==> src/rtl/blit_pkg.sv <==
// Package: shared constants and the packet-kind encoding of the blit parser.
// Assumes 32-bit command words and the fixed surface field layout.
package blit_pkg;
    localparam int WORD_W       = 32;
    localparam int BODY_W       = 28;   // header bits below the kind nibble
    localparam int SLOT_N       = 5;    // most payload words any packet carries
    localparam int SLOT_W       = $clog2(SLOT_N);
    localparam int MODE_W       = 27;
    localparam int FILL_SEL_BIT = 16;
    localparam int CFLAG_W      = 3;
    localparam int PATCTL_W     = 20;
    localparam int FMT_W        = 4;
    localparam int STRIDE_W     = 15;
    localparam int ADDR_W       = 26;
    localparam int ADDR_LSB     = 2;
    localparam int SURF_W       = ADDR_W + FMT_W + STRIDE_W;
    localparam int PAL_LSB      = 3;
    localparam int PAL_W        = BODY_W - PAL_LSB;
    localparam int NSURF        = 4;

    typedef enum logic [3:0] {
        PK_CLIP    = 4'h0, PK_PAT     = 4'h1, PK_CTRL    = 4'h2, PK_SRCOFF  = 4'h3,
        PK_MSKOFF  = 4'h4, PK_RSV5    = 4'h5, PK_RSV6    = 4'h6, PK_FENCE   = 4'h7,
        PK_BLIT    = 4'h8, PK_SRCSURF = 4'h9, PK_DSTSURF = 4'hA, PK_PATSURF = 4'hB,
        PK_SRCPAL  = 4'hC, PK_PATPAL  = 4'hD, PK_MSKSURF = 4'hE, PK_FLUSH   = 4'hF
    } pkt_kind_e;

    // Maps a surface register index to the packet kind that writes it.
    function automatic pkt_kind_e surf_kind(input int idx);
        case (idx)
            0:       return PK_SRCSURF;
            1:       return PK_DSTSURF;
            2:       return PK_PATSURF;
            default: return PK_MSKSURF;
        endcase
    endfunction
endpackage

==> src/rtl/blit_hdr_decode.sv <==
// Header decoder: classifies a header nibble and gives the set of payload
// slots that will follow it. Purely combinational; assumes the caller only
// uses the result while a header is expected.
module blit_hdr_decode
    import blit_pkg::*;
(
    input  logic [3:0]          hdr_type,
    input  logic                fill_sel,
    input  logic [CFLAG_W-1:0]  ctl_present,
    output pkt_kind_e           kind,
    output logic [SLOT_N-1:0]   slots,
    output logic                reserved
);
    // Slot map per kind; a set bit means one payload word with that role.
    always_comb begin
        kind     = pkt_kind_e'(hdr_type);
        slots    = '0;
        reserved = 1'b0;
        case (kind)
            PK_CLIP, PK_SRCSURF, PK_DSTSURF, PK_PATSURF, PK_MSKSURF:
                slots = SLOT_N'(5'b00011);
            PK_CTRL:
                slots = SLOT_N'({ctl_present[2], ctl_present[1], ctl_present[1],
                                 ctl_present[0], ctl_present[0]});
            PK_BLIT:
                slots = fill_sel ? SLOT_N'(5'b00110) : SLOT_N'(5'b00111);
            PK_RSV5, PK_RSV6:
                reserved = 1'b1;
            default: slots = '0;
        endcase
    end
endmodule

==> src/rtl/blit_seq.sv <==
// Packet sequencer: tracks header/payload/discard phase, steps through the
// pending payload slots lowest first, raises the blit valid flag and the
// fence, flush and error outputs. Assumes blt_ready may arrive any cycle.
module blit_seq
    import blit_pkg::*;
(
    input  logic                clk,
    input  logic                rst_n,
    input  logic                cmd_valid,
    input  logic [3:0]          cmd_type,
    input  pkt_kind_e           dec_kind,
    input  logic [SLOT_N-1:0]   dec_slots,
    input  logic                dec_rsv,
    input  logic                blt_ready,
    output logic                cmd_ready,
    output logic                hdr_take,
    output logic                pay_take,
    output pkt_kind_e           pay_kind,
    output logic [SLOT_W-1:0]   pay_slot,
    output logic                blt_valid,
    output logic                fence_evt,
    output logic                flush_evt,
    output logic                dec_err
);
    typedef enum logic [1:0] {ST_HDR, ST_PAY, ST_DROP} phase_e;

    phase_e             st_q;
    logic [SLOT_N-1:0]  pend_q;
    logic [SLOT_N-1:0]  low_one;
    logic [SLOT_N-1:0]  pend_next;
    pkt_kind_e          kind_q;
    logic               bv_q, fence_q, flush_q, err_q;
    logic               accept;

    // Input handshake: stall only while a descriptor waits.
    assign cmd_ready = !bv_q;
    assign accept    = cmd_valid && cmd_ready;
    assign hdr_take  = accept && (st_q == ST_HDR);
    assign pay_take  = accept && (st_q == ST_PAY);
    assign pay_kind  = kind_q;

    // Lowest pending slot is the role of the next payload word.
    always_comb begin
        pay_slot = '0;
        for (int i = SLOT_N - 1; i >= 0; i--) begin
            if (pend_q[i]) pay_slot = SLOT_W'(i);
        end
    end

    assign low_one   = pend_q & (~pend_q + SLOT_N'(1));
    assign pend_next = pend_q & ~low_one;

    // Phase, slot tracking, descriptor flag and event registers.
    always_ff @(posedge clk) begin
        if (!rst_n) begin
            st_q    <= ST_HDR;
            pend_q  <= '0;
            kind_q  <= PK_CLIP;
            bv_q    <= 1'b0;
            fence_q <= 1'b0;
            flush_q <= 1'b0;
            err_q   <= 1'b0;
        end else begin
            fence_q <= hdr_take && (dec_kind == PK_FENCE);
            flush_q <= (hdr_take && (dec_kind == PK_FLUSH)) ||
                       (accept && (st_q == ST_DROP) && (cmd_type == PK_FLUSH));
            if (bv_q && blt_ready) bv_q <= 1'b0;
            case (st_q)
                ST_HDR: begin
                    if (hdr_take) begin
                        if (dec_rsv) begin
                            err_q <= 1'b1;
                            st_q  <= ST_DROP;
                        end else if (|dec_slots) begin
                            st_q   <= ST_PAY;
                            pend_q <= dec_slots;
                            kind_q <= dec_kind;
                        end
                    end
                end
                ST_PAY: begin
                    if (pay_take) begin
                        pend_q <= pend_next;
                        if (pend_next == '0) begin
                            st_q <= ST_HDR;
                            if (kind_q == PK_BLIT) bv_q <= 1'b1;
                        end
                    end
                end
                default: begin
                    if (accept && (cmd_type == PK_FLUSH)) begin
                        err_q <= 1'b0;
                        st_q  <= ST_HDR;
                    end
                end
            endcase
        end
    end

    assign blt_valid = bv_q;
    assign fence_evt = fence_q;
    assign flush_evt = flush_q;
    assign dec_err   = err_q;
endmodule

==> src/rtl/blit_state_regs.sv <==
// Drawing-state registers: header fields are written on hdr_take, payload
// words on pay_take steered by packet kind and slot. All clear on reset.
// Assumes the sequencer never asserts both strobes in one cycle.
module blit_state_regs
    import blit_pkg::*;
#(
    parameter int COORD_W = 12
) (
    input  logic                 clk,
    input  logic                 rst_n,
    input  logic                 hdr_take,
    input  pkt_kind_e            hdr_kind,
    input  logic [BODY_W-1:0]    hdr_body,
    input  logic                 pay_take,
    input  pkt_kind_e            pay_kind,
    input  logic [SLOT_W-1:0]    pay_slot,
    input  logic [WORD_W-1:0]    pay_word,
    output logic [MODE_W-1:0]    mode,
    output logic [WORD_W-1:0]    fill,
    output logic [COORD_W-1:0]   dst_x,
    output logic [COORD_W-1:0]   dst_y,
    output logic [COORD_W-1:0]   width,
    output logic [COORD_W-1:0]   height,
    output logic [COORD_W-1:0]   clip_xmin,
    output logic [COORD_W-1:0]   clip_xmax,
    output logic [COORD_W-1:0]   clip_ymin,
    output logic [COORD_W-1:0]   clip_ymax,
    output logic [CFLAG_W-1:0]   ctl_flags,
    output logic [WORD_W-1:0]    ctl_word [SLOT_N],
    output logic [PATCTL_W-1:0]  pat_ctl,
    output logic [2*COORD_W-1:0] src_off,
    output logic [2*COORD_W-1:0] msk_off,
    output logic [SURF_W-1:0]    surf [NSURF],
    output logic [PAL_W-1:0]     src_pal,
    output logic [PAL_W-1:0]     pat_pal
);
    localparam int PAIR_W = 2 * COORD_W;

    logic [PAIR_W-1:0] dxy_q, size_q, clipx_q, clipy_q;

    // Blit header fields and the fill word (cleared for pattern blits).
    always_ff @(posedge clk) begin
        if (!rst_n) begin
            mode <= '0;
            fill <= '0;
        end else if (hdr_take && hdr_kind == PK_BLIT) begin
            mode <= hdr_body[MODE_W-1:0];
            if (hdr_body[FILL_SEL_BIT]) fill <= '0;
        end else if (pay_take && pay_kind == PK_BLIT && pay_slot == SLOT_W'(0)) begin
            fill <= pay_word;
        end
    end

    // Blit destination start and size words.
    always_ff @(posedge clk) begin
        if (!rst_n) begin
            dxy_q  <= '0;
            size_q <= '0;
        end else if (pay_take && pay_kind == PK_BLIT) begin
            if (pay_slot == SLOT_W'(1)) dxy_q  <= pay_word[PAIR_W-1:0];
            if (pay_slot == SLOT_W'(2)) size_q <= pay_word[PAIR_W-1:0];
        end
    end

    // Clip rectangle words.
    always_ff @(posedge clk) begin
        if (!rst_n) begin
            clipx_q <= '0;
            clipy_q <= '0;
        end else if (pay_take && pay_kind == PK_CLIP) begin
            if (pay_slot == SLOT_W'(0)) clipx_q <= pay_word[PAIR_W-1:0];
            if (pay_slot == SLOT_W'(1)) clipy_q <= pay_word[PAIR_W-1:0];
        end
    end

    // Header-only fields: pattern placement, offsets, control flags, palettes.
    always_ff @(posedge clk) begin
        if (!rst_n) begin
            pat_ctl   <= '0;
            src_off   <= '0;
            msk_off   <= '0;
            ctl_flags <= '0;
            src_pal   <= '0;
            pat_pal   <= '0;
        end else if (hdr_take) begin
            case (hdr_kind)
                PK_PAT:    pat_ctl   <= hdr_body[PATCTL_W-1:0];
                PK_SRCOFF: src_off   <= hdr_body[PAIR_W-1:0];
                PK_MSKOFF: msk_off   <= hdr_body[PAIR_W-1:0];
                PK_CTRL:   ctl_flags <= hdr_body[CFLAG_W-1:0];
                PK_SRCPAL: src_pal   <= hdr_body[BODY_W-1:PAL_LSB];
                PK_PATPAL: pat_pal   <= hdr_body[BODY_W-1:PAL_LSB];
                default: ;
            endcase
        end
    end

    // One register per control slot: key colours, key masks, alpha word.
    for (genvar g = 0; g < SLOT_N; g++) begin : g_ctl
        always_ff @(posedge clk) begin
            if (!rst_n) ctl_word[g] <= '0;
            else if (pay_take && pay_kind == PK_CTRL && pay_slot == SLOT_W'(g))
                ctl_word[g] <= pay_word;
        end
    end

    // One descriptor per surface kind; word 0 format/stride, word 1 address.
    for (genvar s = 0; s < NSURF; s++) begin : g_surf
        localparam pkt_kind_e KS = surf_kind(s);
        always_ff @(posedge clk) begin
            if (!rst_n) surf[s] <= '0;
            else if (pay_take && pay_kind == KS) begin
                if (pay_slot == SLOT_W'(0))
                    surf[s][FMT_W+STRIDE_W-1:0] <= pay_word[FMT_W+STRIDE_W-1:0];
                if (pay_slot == SLOT_W'(1))
                    surf[s][SURF_W-1 -: ADDR_W] <= pay_word[ADDR_W+ADDR_LSB-1:ADDR_LSB];
            end
        end
    end

    assign dst_x     = dxy_q[PAIR_W-1:COORD_W];
    assign dst_y     = dxy_q[COORD_W-1:0];
    assign width     = size_q[PAIR_W-1:COORD_W];
    assign height    = size_q[COORD_W-1:0];
    assign clip_xmax = clipx_q[PAIR_W-1:COORD_W];
    assign clip_xmin = clipx_q[COORD_W-1:0];
    assign clip_ymax = clipy_q[PAIR_W-1:COORD_W];
    assign clip_ymin = clipy_q[COORD_W-1:0];
endmodule

==> src/rtl/blit_cmd_parser.sv <==
// Top: 2D blit command stream parser. Decodes headers, collects payload
// words into persistent drawing state and presents one descriptor per blit
// packet. Assumes a single command source and a single descriptor consumer.
module blit_cmd_parser
    import blit_pkg::*;
#(
    parameter int COORD_W = 12
) (
    input  logic                 clk,
    input  logic                 rst_n,
    input  logic                 cmd_valid,
    output logic                 cmd_ready,
    input  logic [31:0]          cmd_data,
    output logic                 blt_valid,
    input  logic                 blt_ready,
    output logic [26:0]          blt_mode,
    output logic [31:0]          blt_fill,
    output logic [COORD_W-1:0]   blt_dst_x,
    output logic [COORD_W-1:0]   blt_dst_y,
    output logic [COORD_W-1:0]   blt_width,
    output logic [COORD_W-1:0]   blt_height,
    output logic [COORD_W-1:0]   blt_clip_xmin,
    output logic [COORD_W-1:0]   blt_clip_xmax,
    output logic [COORD_W-1:0]   blt_clip_ymin,
    output logic [COORD_W-1:0]   blt_clip_ymax,
    output logic [2:0]           blt_ctl_flags,
    output logic [31:0]          blt_src_key,
    output logic [31:0]          blt_src_kmask,
    output logic [31:0]          blt_dst_key,
    output logic [31:0]          blt_dst_kmask,
    output logic [31:0]          blt_alpha,
    output logic [19:0]          blt_pat_ctl,
    output logic [2*COORD_W-1:0] blt_src_off,
    output logic [2*COORD_W-1:0] blt_msk_off,
    output logic [44:0]          blt_src_surf,
    output logic [44:0]          blt_dst_surf,
    output logic [44:0]          blt_pat_surf,
    output logic [44:0]          blt_msk_surf,
    output logic [24:0]          blt_src_pal,
    output logic [24:0]          blt_pat_pal,
    output logic                 fence_evt,
    output logic                 flush_evt,
    output logic                 dec_err
);
    pkt_kind_e          dec_kind, pay_kind;
    logic [SLOT_N-1:0]  dec_slots;
    logic               dec_rsv, hdr_take, pay_take;
    logic [SLOT_W-1:0]  pay_slot;
    logic [WORD_W-1:0]  ctl_word [SLOT_N];
    logic [SURF_W-1:0]  surf [NSURF];

    blit_hdr_decode u_dec (
        .hdr_type    (cmd_data[31:28]),
        .fill_sel    (cmd_data[FILL_SEL_BIT]),
        .ctl_present (cmd_data[CFLAG_W-1:0]),
        .kind        (dec_kind),
        .slots       (dec_slots),
        .reserved    (dec_rsv)
    );

    blit_seq u_seq (
        .clk       (clk),
        .rst_n     (rst_n),
        .cmd_valid (cmd_valid),
        .cmd_type  (cmd_data[31:28]),
        .dec_kind  (dec_kind),
        .dec_slots (dec_slots),
        .dec_rsv   (dec_rsv),
        .blt_ready (blt_ready),
        .cmd_ready (cmd_ready),
        .hdr_take  (hdr_take),
        .pay_take  (pay_take),
        .pay_kind  (pay_kind),
        .pay_slot  (pay_slot),
        .blt_valid (blt_valid),
        .fence_evt (fence_evt),
        .flush_evt (flush_evt),
        .dec_err   (dec_err)
    );

    blit_state_regs #(.COORD_W(COORD_W)) u_regs (
        .clk       (clk),
        .rst_n     (rst_n),
        .hdr_take  (hdr_take),
        .hdr_kind  (dec_kind),
        .hdr_body  (cmd_data[BODY_W-1:0]),
        .pay_take  (pay_take),
        .pay_kind  (pay_kind),
        .pay_slot  (pay_slot),
        .pay_word  (cmd_data),
        .mode      (blt_mode),
        .fill      (blt_fill),
        .dst_x     (blt_dst_x),
        .dst_y     (blt_dst_y),
        .width     (blt_width),
        .height    (blt_height),
        .clip_xmin (blt_clip_xmin),
        .clip_xmax (blt_clip_xmax),
        .clip_ymin (blt_clip_ymin),
        .clip_ymax (blt_clip_ymax),
        .ctl_flags (blt_ctl_flags),
        .ctl_word  (ctl_word),
        .pat_ctl   (blt_pat_ctl),
        .src_off   (blt_src_off),
        .msk_off   (blt_msk_off),
        .surf      (surf),
        .src_pal   (blt_src_pal),
        .pat_pal   (blt_pat_pal)
    );

    assign blt_src_key   = ctl_word[0];
    assign blt_src_kmask = ctl_word[1];
    assign blt_dst_key   = ctl_word[2];
    assign blt_dst_kmask = ctl_word[3];
    assign blt_alpha     = ctl_word[4];
    assign blt_src_surf  = surf[0];
    assign blt_dst_surf  = surf[1];
    assign blt_pat_surf  = surf[2];
    assign blt_msk_surf  = surf[3];
endmodule

==> config.mk <==
export PLATFORM = sky130hd
export DESIGN_NAME = blit_cmd_parser
export DESIGN_NICKNAME = d
export VERILOG_FILES = /design/src/rtl/blit_pkg.sv /design/src/rtl/blit_hdr_decode.sv /design/src/rtl/blit_seq.sv /design/src/rtl/blit_state_regs.sv /design/src/rtl/blit_cmd_parser.sv
export SDC_FILE = /design/constraint.sdc
export NUM_CORES = 1
export LEC_CHECK = 0
export CAP_MARGIN = 20
export CORE_AREA = 2 2 255 257
export DETAILED_ROUTE_END_ITERATION = 7
export DIE_AREA = 0 0 257 259
export GPL_TIMING_DRIVEN = 1
export MAX_ROUTING_LAYER = met4
export PLACE_DENSITY = 0.67
export SYNTH_ARGS = -nofsm -noshare
export SYNTH_HDL_FRONTEND = slang
export SYNTH_SLANG_ARGS = --single-unit
==> constraint.sdc <==
create_clock -name clk -period 1.9 [get_ports clk]
set_input_delay 0.19 -clock clk [delete_from_list [all_inputs] [get_ports clk]]
set_output_delay 0.19 -clock clk [all_outputs]
set_load 0.02 [all_outputs]
== Word level (Yosys, flattened, before mapping) ==
Index checks and enable logic that the tools add are counted.

* Add/sub/neg operators: 1
* $mul: 0
* Divide/modulo/power cells: 0
* Order comparisons: 0
* Eq/ne operators: 35
* Shift-type cells: 0
* Muxes and demuxes: 32
* Bitwise operators: 6
* Reduce and logical (&&, ||, !) cells: 60

{| class="wikitable"
|+ Operators with widths
! kind !! count
|-
| two-way mux 32 bit || 3
|-
| == test 4 bit, second input constant || 13
|-
| AND reduction 2 bit || 19
|-
| logical AND 1 bit || 23
|-
| two-way mux 5 bit || 4
|-
| == test 4 x 3 -> 1 bit, second input constant || 4
|-
| two-way mux 3 bit || 5
|-
| one-hot mux 5 bit (3 select lines) || 1
|-
| == test 4 x 2 -> 1 bit, second input constant || 3
|-
| two-way mux 2 bit || 6
|-
| bitwise AND 5 bit || 2
|-
| two-way mux 1 bit || 10
|-
| != test 2 bit, second input constant || 5
|-
| inverter 5 bit || 2
|-
| one-hot mux 5 bit (2 select lines) || 1
|-
| AND reduction 5 bit || 2
|-
| OR reduction 5 bit || 2
|-
| zero test 4 bit || 2
|-
| AND reduction 4 bit || 2
|-
| == test 3 x 2 -> 1 bit, second input constant || 2
|-
| nonzero test 2 bit || 3
|-
| adder 5 x 1 -> 5 bit, second input constant || 1
|-
| zero test 5 bit || 1
|-
| == test 4 x 1 -> 1 bit, second input constant || 1
|-
| 15 further kinds || 17
|}

* Bits in registers: 631
* Latch bits: 0
* RAM bits: 0
* Bits in read-only memories: 0
* Bits of input ports: 36
* Output and inout bits: 621
* Word-level logic and storage cells: 166
* Memories kept: 0

== Depth between registers and ports, before layout ==
Gate-level depths: netlist of run 1.

* Depth after elaboration: 9
* Mapped depth: 9
* Gate-level depth less buffers: 5

== By module ==
Synthesis of run 1 repeated with hierarchy kept, for this count alone.

* Cell total of the unflattened synthesis: 2,539
* Area total of the unflattened synthesis: 23,785.3 um2

{| class="wikitable"
|+ Modules (own cells, without submodules)
! module !! instances !! cells an instance !! area an instance (um2) !! seq. area each (um2)
|-
| blit_state_regs || 1 || 2,428 || 22,870.7 || 12,331.8
|-
| blit_seq || 1 || 88 || 769.5 || 300.3
|-
| blit_hdr_decode || 1 || 23 || 145.1 || 0.0
|}

== Worst setup path before layout of run 1 ==
Ideal clock, no wire load.

* Path kind: register to register
* From: register u_seq.bv_q, in the netlist u_seq.blt_valid
* To: register u_regs.msk_off[10]
* Arrival time: 1,994 ps
* Data required time: 1,784 ps
* Setup slack: -210 ps
* Stages on the path, launching flop included: 9
* Buffers on the path: 3
* Clock period less this slack: 2,110 ps
* Path through: dfxtp_1 or4b_1 buf_2 nand2b_4 or4_1 buf_2 buf_6 nand2_1 a21boi_1

* Cells in the longest elaborated chain, start to end: 4

{| class="wikitable"
|+ RTL lines
! element !! line !! source
|-
| start: declaration || blit_seq.sv:32 || <nowiki>logic bv_q, fence_q, flush_q, err_q;</nowiki>
|-
| start signal: assignment || blit_seq.sv:59 || <nowiki>bv_q <= 1'b0;</nowiki>
|-
| start signal: assignment || blit_seq.sv:67 || <nowiki>if (bv_q && blt_ready) bv_q <= 1'b0;</nowiki>
|-
| start signal: assignment || blit_seq.sv:86 || <nowiki>if (kind_q == PK_BLIT) bv_q <= 1'b1;</nowiki>
|-
| zero test 1 bit || blit_seq.sv:36 || <nowiki>assign cmd_ready = !bv_q;</nowiki>
|-
| logical AND 1 bit || blit_seq.sv:37 || <nowiki>assign accept = cmd_valid && cmd_ready;</nowiki>
|-
| logical AND 1 bit || blit_seq.sv:38 || <nowiki>assign hdr_take = accept && (st_q == ST_HDR);</nowiki>
|-
| AND reduction 2 bit (no line) || -- ||
|-
| end signal: assignment || blit_state_regs.sv:89 || <nowiki>PK_MSKOFF: msk_off <= hdr_body[PAIR_W-1:0];</nowiki>
|-
| end: declaration || blit_state_regs.sv:32 || <nowiki>output logic [2*COORD_W-1:0] msk_off,</nowiki>
|}

No other way between the ends.
A chain may end at the register's enable or synchronous reset.

== Final worst setup path of run 1 ==
* From: register u_seq.st_q[1]
* To: register u_regs.pat_ctl[8]

* Cells in the longest elaborated chain, start to end: 3

{| class="wikitable"
|+ RTL lines
! element !! line !! source
|-
| start: declaration || blit_seq.sv:27 || <nowiki>phase_e st_q;</nowiki>
|-
| start signal: assignment || blit_seq.sv:56 || <nowiki>st_q <= ST_HDR;</nowiki>
|-
| start signal: assignment || blit_seq.sv:73 || <nowiki>st_q <= ST_DROP;</nowiki>
|-
| start signal: assignment || blit_seq.sv:75 || <nowiki>st_q <= ST_PAY;</nowiki>
|-
| zero test 2 bit || blit_seq.sv:38 ||
|-
| logical AND 1 bit || blit_seq.sv:38 ||
|-
| AND reduction 2 bit (no line) || -- ||
|-
| end signal: assignment || blit_state_regs.sv:87 || <nowiki>PK_PAT: pat_ctl <= hdr_body[PATCTL_W-1:0];</nowiki>
|-
| end: declaration || blit_state_regs.sv:30 || <nowiki>output logic [PATCTL_W-1:0] pat_ctl,</nowiki>
|}

No other way between the ends.

==> key figures, run 1 <==
Outcome
  – Outcome: finished, violations left
  – Failing checks: setup timing

Yosys
  – Flops & latches, synth: 631
  – Area fraction of the dominant cell type after synthesis: 53.01%
  – Post-synth EDFFs: 0
  – Yosys cell types: 55
  – Post-synth ARST share: 0%
  – Synth area leaders: dfxtp_1 53%, nand2_1 15%, a21boi_0 12%
  – Post-synth top cells: 932 x nand2_1, 631 x dfxtp_1, 370 x a21boi_0
  – Top-count cell post-synth: nand2_1
  – Syn nets: 2808
  – Top_reg_cell synth: dfxtp_1
  – Synthesized area: 23830 um^2
  – Sequential area share after synthesis: 53.01%
  – Ys Warns: 0
  – Avg Inst Size Synth: 8.596 um^2
  – Gate Count Post-Synth: 2772
  – Synth area leader: dfxtp_1

Timing
  – Slew margin rel.: 56.14%
  – Worst-Margin Slew: 0.6578 ns
  – Setup violations, final: 272
  – Skew final: 0.02868 ns
  – Setup ws final: -0.1915 ns
  – Number of hold violations in the final report: 0
  – RSZ-0062 raised after global routing: true
  – Slew Limit Fails: 0
  – Clock period minus worst slack: 2.092 ns
  – Highest clock rate: 478.1 MHz
  – Final period utilization: 110.1%

Global routing
  – Initial antenna violation count: 7
  – GRT Residual Overflow: 0
  – Largest net degree at the start of global routing: 74
  – GRT Overall Usage: 29.89%
  – Vias in the first global route: 20700
  – First-pass GRT wire length: 143.2 mm

Critical path
  – Kind of critical path: reg -> reg
  – Worst EP required: 2.39 ns
  – Max FO, Critical Path: 5
  – Buf/Inv on CP: 2
  – Critical path's top delay family: simple AND/OR/NAND/NOR gates
  – Slowest library cell on the worst path: or4b_4
  – CP arrival: 2.58 ns
  – Critical path startpoint category: flop
  – CP max stage delay: 0.57 ns
  – Cells along the critical path: or4b_4 > nand2b_4 > nor4b_4 > buf_6 > buf_12 > mux2i_1 > nor2b_1
  – Setup crit end kind: flop

Clock tree
  – Clock buffer count from CTS: 70
  – Worst skew pair latency: 0.62 ns
  – CTS sink count: 631
  – Reg clk slew, reported paths: 0.06 ns
  – Root Driver: clkbuf_16
  – H-tree level count: 3
  – CTS tree: built
  – Clock Tree Buf Depth: 3

Cells and area
  – P&R area growth vs syn: 59.97%
  – Multi-input logic area: 11300 um^2
  – Fill cells: 5340
  – Final Non-Filler Cells: 4422
  – Share of cells above drive strength 1: 18.14%
  – Area taken by flip-flops and latches: 12640 um^2
  – Number of nets in the layout: 3547

Power and ir drop
  – Peak supply drop: 0.0006281 V
  – Leakage Power: 0.01326 uW
  – Design Power: 28960 uW
  – Cell Pwr Density: 759.9 nW/um^2

Routing
  – DR pass1 iterations: 6
  – 1st-iter DRT viols: 2037
  – DRT Wirelength: 109.9 mm
  – WL/cell: 24.86 um
  – Routed vias/inst: 5.218
  – Via count: 23070
  – Residual DRC: 0
  – Routed Antenna Nets: 0

Floorplanning
  – Initial Util: 37.30%
  – Chip Height: 259 um
  – Core area: 63880 um^2
  – Die Area: 66560 um^2
  – Die Width: 257 um
  – Rows: 93
  – Top Ports: 657

Placement
  – Port bufs: 656
  – DP HPWL: 64.99 mm
  – Dpl cells: 4182
  – Gpl congestion: 0.8879

Worst hold path
  – Worst min path class: in -> reg

Run
  – Max Cap Viol: 0
==> worst min-delay path, stage by stage <==
cell     delay (ns)
buf_2          0.23
nand3_2        0.10
o21ai_1        0.05
==> report_power, final <==
group	switching (uW)	total, uW	internal [uW]
Combinational	1230	1960	732
Clock	5720	13700	7930
Sequential	51.1	13400	13300
Total	7000	29000	22000
==> layout by cell type (no fill, tap or decap), drive strengths merged, types with 12 or more instances in the layout <==
master | synthesis | layout
nor2 | 12 | 12
nand2 | 932 | 932
nor2b | 119 | 119
mux2i | 85 | 85
a21boi | 412 | 412
a22oi | 29 | 29
dfxtp | 631 | 631
clkbuf | 214 | 147
clkinv | 0 | 13
buf | 46 | 247
clkdlybuf4s50 | 0 | 620
o21ai | 104 | 104
nand3 | 106 | 106
==> path summary, 6_finish.rpt <==
path,end,startpoint,slack [ns],cells after the start
worst min register to register,u_regs.surf[169],u_regs.surf[169],0.45,2
worst max-delay path,u_regs.pat_ctl[8],u_seq.st_q[1],-0.19,7
worst min-delay path,u_regs.ctl_word[70],cmd_data[6],0.02,3
worst max register to register,u_regs.pat_ctl[8],u_seq.st_q[1],-0.19,7
==> cell families (layout without fill, tap and decap cells) <==
kind of cell,Yosys count,count (layout),share of synthesized area [%]
AND/OR/NAND/NOR,1222,1223,22.10
flip-flops,631,631,53.01
AO/OA/AOI/OAI,564,564,16.73
buffers and inverters,268,1056,4.511
multiplexers,85,85,3.571
adder cells (fa/ha/maj),1,1,0.04201
XOR/XNOR,1,1,0.03676
other,0,6,0
==> what timing repair did <==
action                     CTS  global route
hold buffers                 6             0
resized for setup          149           441
setup endpoints to repair  556           558
pin swaps                   28            99
setup buffers               20            17
gates cloned                17            57
hold endpoints to repair    33             0
==> per-stage QoR <==
| step | util (%) | setup slack, ns | TNS (ns) | hold WS, ns | area (um^2) |
|---|---|---|---|---|---|
| floorplan | - | -0.1595 | -11.51 | 0.3374 | 24070 |
| global placement | 51.02 | -0.4467 | -188.82 | 0.4369 | 32590 |
| detailed placement | 51.02 | -0.5056 | -209.97 | 0.4417 | 32590 |
| CTS | 56.18 | -0.1299 | -11.91 | 0.001408 | 35890 |
| global route | 59.67 | -0.2494 | -41.93 | 0.002518 | 38120 |
| finish | 59.67 | -0.1915 | -16.90 | 0.01793 | 38120 |
==> routing by layer <==
layer  wire length [um]  up-vias  global-route usage, %
li1                   -    10540                      -
met1              43690    11130                  36.99
met2              52180     1135                  47.85
met3               8802      264                  5.868
met4               5251        0                  12.23
met5                  0        -                      -
==> sequential cells by signal (all words and copies together), names as in the netlist, 20 cells and up <==
signal and flops:
u_regs.clipy_q 24, u_regs.clipx_q 24, u_regs.src_pal 25, u_regs.ctl_word 160, u_regs.msk_off 24, u_regs.fill 32, u_regs.pat_ctl 20, u_regs.mode 27
u_regs.pat_pal 25, u_regs.surf 180, u_regs.size_q 24, u_regs.src_off 24, u_regs.dxy_q 24
==> cell type report <==
cell class,count,area share [%]
Multi-Input combinational cell,1874,29.64
Tap cell,855,2.807
Timing Repair Buffer,926,28.27
Clock inverter,19,0.6368
Inverter,8,0.07878
Clock buffer,103,5.374
Antenna cell,6,0.03939
Sequential cell,631,33.15
(Power assumes the default switching activity.)
==> run 2: changes to the inputs <==
--- a/config.mk
+++ b/config.mk
@@ -6,12 +6,12 @@
 export NUM_CORES = 1
 export LEC_CHECK = 0
 export CAP_MARGIN = 20
-export CORE_AREA = 2 2 255 257
+export CORE_AREA = 2 2 258 260
 export DETAILED_ROUTE_END_ITERATION = 7
-export DIE_AREA = 0 0 257 259
+export DIE_AREA = 0 0 260 262
 export GPL_TIMING_DRIVEN = 1
 export MAX_ROUTING_LAYER = met4
-export PLACE_DENSITY = 0.67
+export PLACE_DENSITY = 0.66
 export SYNTH_ARGS = -nofsm -noshare
 export SYNTH_HDL_FRONTEND = slang
 export SYNTH_SLANG_ARGS = --single-unit
==> run 2 against run 1 <==
Compared with the run above: the run still ends with setup timing left; sequential share of layout area grew 1.2 points; routed wire length shrank 5.8%; via count shrank 3.2%; clock power is essentially flat; utilization shrank 3.3 points; critical path depth is the same; critical path type unchanged; critical endpoint is now u_regs.src_pal[12]; largest cell class unchanged.
==> key figures, run 2 (synthesis gave the netlist of run 1 again) <==
Clock tree
  – CTS tree: built (unchanged)
  – CTS sink count: 631 (unchanged)
  – Clock Tree Buf Depth: 3 (unchanged)
  – Root Driver: clkbuf_16 (unchanged)
  – Clock buffer count from CTS: 70 (unchanged)
  – Reg clk slew, reported paths: 0.06 ns (about the same)
  – Worst skew pair latency: 0.62 ns (about the same)
  – H-tree level count: 3 (unchanged)

Cells and area
  – Number of nets in the layout: 3513 (was 3547)
  – Largest registers: u_regs.surf: 180 flops, u_regs.ctl_word: 160 flops, u_regs.fill: 32 flops (unchanged)
  – Fill cells: 5760 (was 5340)
  – Max reg flops: 180 (unchanged)
  – P&R area growth vs syn: 54.45% (was 59.97%)
  – Most common cell after layout, fill and taps aside: nand2_1 (unchanged)
  – Design Area, Final: 36800 um^2 (was 38120 um^2)
  – Most frequent cells in the layout: 889 x nand2_1, 627 x dfxtp_1, 622 x clkdlybuf4s50_1, 236 x a21boi_0, 151 x a21boi_1 (was 876 x nand2_1, 627 x dfxtp_1, 620 x clkdlybuf4s50_1, 250 x a21boi_1, 125 x a21boi_0)
  – Multi-input logic area: 10890 um^2 (was 11300 um^2)
  – Core Util, Final: 56.38% (was 59.67%)
  – Share of cells above drive strength 1: 15.11% (was 18.14%)
  – Biggest register: u_regs.surf (unchanged)
  – Area taken by flip-flops and latches: 12640 um^2 (unchanged)

Timing
  – Number of hold violations in the final report: 0 (unchanged)
  – Clock period minus worst slack: 2.050 ns (was 2.092 ns)
  – Final TNS setup: -13.87 ns (was -16.90 ns)
  – Hold slack final: 0.03903 ns (was 0.01793 ns)
  – Slew Limit Fails: 0 (unchanged)
  – Final period utilization: 107.9% (was 110.1%)
  – Setup ws final: -0.1500 ns (was -0.1915 ns)
  – Highest clock rate: 487.8 MHz (was 478.1 MHz)
  – Skew final: 0.03125 ns (was 0.02868 ns)
  – Slew margin rel.: 52.79% (was 56.14%)
  – Setup violations, final: 237 (was 272)
  – RSZ-0062 raised after global routing: true (unchanged)
  – Worst-Margin Slew: 0.7082 ns (was 0.6578 ns)

Critical path
  – Critical Path End: u_regs.src_pal[12] (was u_regs.pat_ctl[8])
  – Max FO, Critical Path: 6 (was 5)
  – Setup crit end kind: flop (unchanged)
  – Worst EP required: 2.38 ns (was 2.39 ns)
  – CP arrival: 2.53 ns (was 2.58 ns)
  – Reg2Reg Setup Slack: -0.15 ns (was -0.19 ns)
  – Worst R2R End: u_regs.src_pal[12] (was u_regs.pat_ctl[8])
  – Worst Setup SP: u_seq.st_q[1] (unchanged)
  – RR Startpoint: u_seq.st_q[1] (unchanged)
  – Kind of critical path: reg -> reg (unchanged)
  – Cells on worst reg2reg path: 7 (unchanged)
  – Critical path startpoint category: flop (unchanged)

Routing
  – Residual DRC: 0 (unchanged)
  – 1st-iter DRT viols: 1821 (was 2037)
  – Routed vias/inst: 5.080 (was 5.218)
  – Via count: 22330 (was 23070)
  – WL/cell: 23.55 um (was 24.86 um)
  – DR pass1 iterations: 7 (was 6)
  – Routed Antenna Nets: 0 (unchanged)
  – DRT Wirelength: 103.5 mm (was 109.9 mm)

Power and ir drop
  – Peak supply drop: 0.0006595 V (was 0.0006281 V)
  – Leakage Power: 0.01262 uW (was 0.01326 uW)
  – Sw power: 7058 uW (was 6999 uW)
  – Clock power frac: 46.8% (was 47.1%)
  – Cell Pwr Density: 779.5 nW/um^2 (was 759.9 nW/um^2)
  – Seq pwr share: 46.5% (was 46.1%)
  – Internal power: 21630 uW (was 21960 uW)
  – Comb pwr share: 6.7% (was 6.8%)
  – Net Sw Frac: 24.60% (was 24.16%)

Global routing
  – Initial antenna violation count: 3 (was 7)
  – GRT Residual Overflow: 0 (unchanged)
  – Met3 usage: 6.192% (was 5.868%)
  – First-pass GRT wire length: 142.0 mm (was 143.2 mm)
  – GRT Overall Usage: 29.14% (was 29.89%)
  – Met2 usage: 46.52% (was 47.85%)
  – Busiest layer in global routing: met2 (unchanged)
  – Met1 Usage GRT: 35.63% (was 36.99%)
  – Vias in the first global route: 20600 (was 20700)
  – Largest net degree at the start of global routing: 71 (was 74)

Outcome
  – Outcome: finished, violations left (unchanged)
  – Failing checks: setup timing (unchanged)

Worst hold path
  – Worst min path class: in -> reg (unchanged)
  – Hold Crit Depth: 3 (unchanged)

Floorplanning
  – Initial Util: 36.50% (was 37.30%)
  – Die Area: 68120 um^2 (was 66560 um^2)
  – Rows: 94 (was 93)
  – Die Width: 260 um (was 257 um)
  – Chip Height: 262 um (was 259 um)
  – Top Ports: 657 (unchanged)
  – Core area: 65280 um^2 (was 63880 um^2)

Placement
  – Port bufs: 656 (unchanged)
  – DP HPWL: 64.81 mm (was 64.99 mm)
  – Gpl congestion: 0.8694 (was 0.8879)
  – Post-Place Setup Slack: -0.4565 ns (was -0.5056 ns)
  – Post-DP Area: 32630 um^2 (was 32590 um^2)

Run
  – Max Cap Viol: 0 (unchanged)
==> run 2: cell types whose count changed in the layout (fill, tap and decap cells not counted), moves of 8 or more <==
cell,delta
a21boi_2,-12
nand2_1,+13
o21ai_1,-42
nand3_1,+42
a21boi_0,+111
o21ai_0,+45
buf_12,-8
a21boi_1,-99
buf_4,+13
nand3_2,-42
clkbuf_16,-29
==> run 2: timing repair <==
action	in CTS	in global routing
pin swaps	21	58
setup buffers	16	12
cloned	21	19
endpoints found under the setup margin	479	504
endpoints found under the hold margin	32	0
hold buffers	4	0
resized for setup	133	202
==> run 2: stage by stage <==
step                      total power [uW]  cells
after floorplan                      14430   2772
after CTS                            28770   4364
after detailed placement             15370   4201
after global routing                 29460   4395
after global placement               15370   4201
final                                28690   4396
==> run 2: final cells by class <==
cell class	count	area share, %
Sequential cell	631	34.34
Multi-Input combinational cell	1873	29.60
Timing Repair Buffer	893	26.95
Clock buffer	98	5.236
Tap cell	864	2.937
Clock inverter	25	0.8296
Inverter	8	0.08160
Antenna cell	4	0.02720
==> run 2: critical path, cell delays in order, from the launching register on <==
cell and delay [ns]:
dfxtp_2 0.32, or4b_4 0.55, buf_6 0.14, or4_4 0.48
buf_12 0.16, clkbuf_16 0.16, nand2_2 0.06, a21boi_1 0.05
==> run 2: power by group through the flow <==
stage                     logic, uW  registers, uW  clock network [uW]
final                          1910          13400               13400
after global routing           1980          13400               14100
after CTS                      1810          13300               13600
after detailed placement       1730          13600                   0
after global placement         1730          13600                   0
after floorplan                 729          13700                   0
==> run 2: how the worst min path moves through the flow <==
stage                            from                    to  slack [ns]
finish                   cmd_data[23]    u_regs.clipx_q[23]        0.04
global route              cmd_data[6]     u_regs.clipx_q[6]        0.04
CTS                      cmd_data[11]       u_regs.mode[11]       0.008
detailed placement  u_regs.msk_off[1]     u_regs.msk_off[1]        0.44
global placement    u_regs.src_off[8]     u_regs.src_off[8]        0.44
floorplan                cmd_data[24]  u_regs.ctl_word[120]        0.34
==> run 2: layer usage <==
metal  up-vias  wire length (um)
met5         -                 0
met4         0              4356
met3       212              7999
met2       946             49150
met1     10700             42040
li1      10470                 -
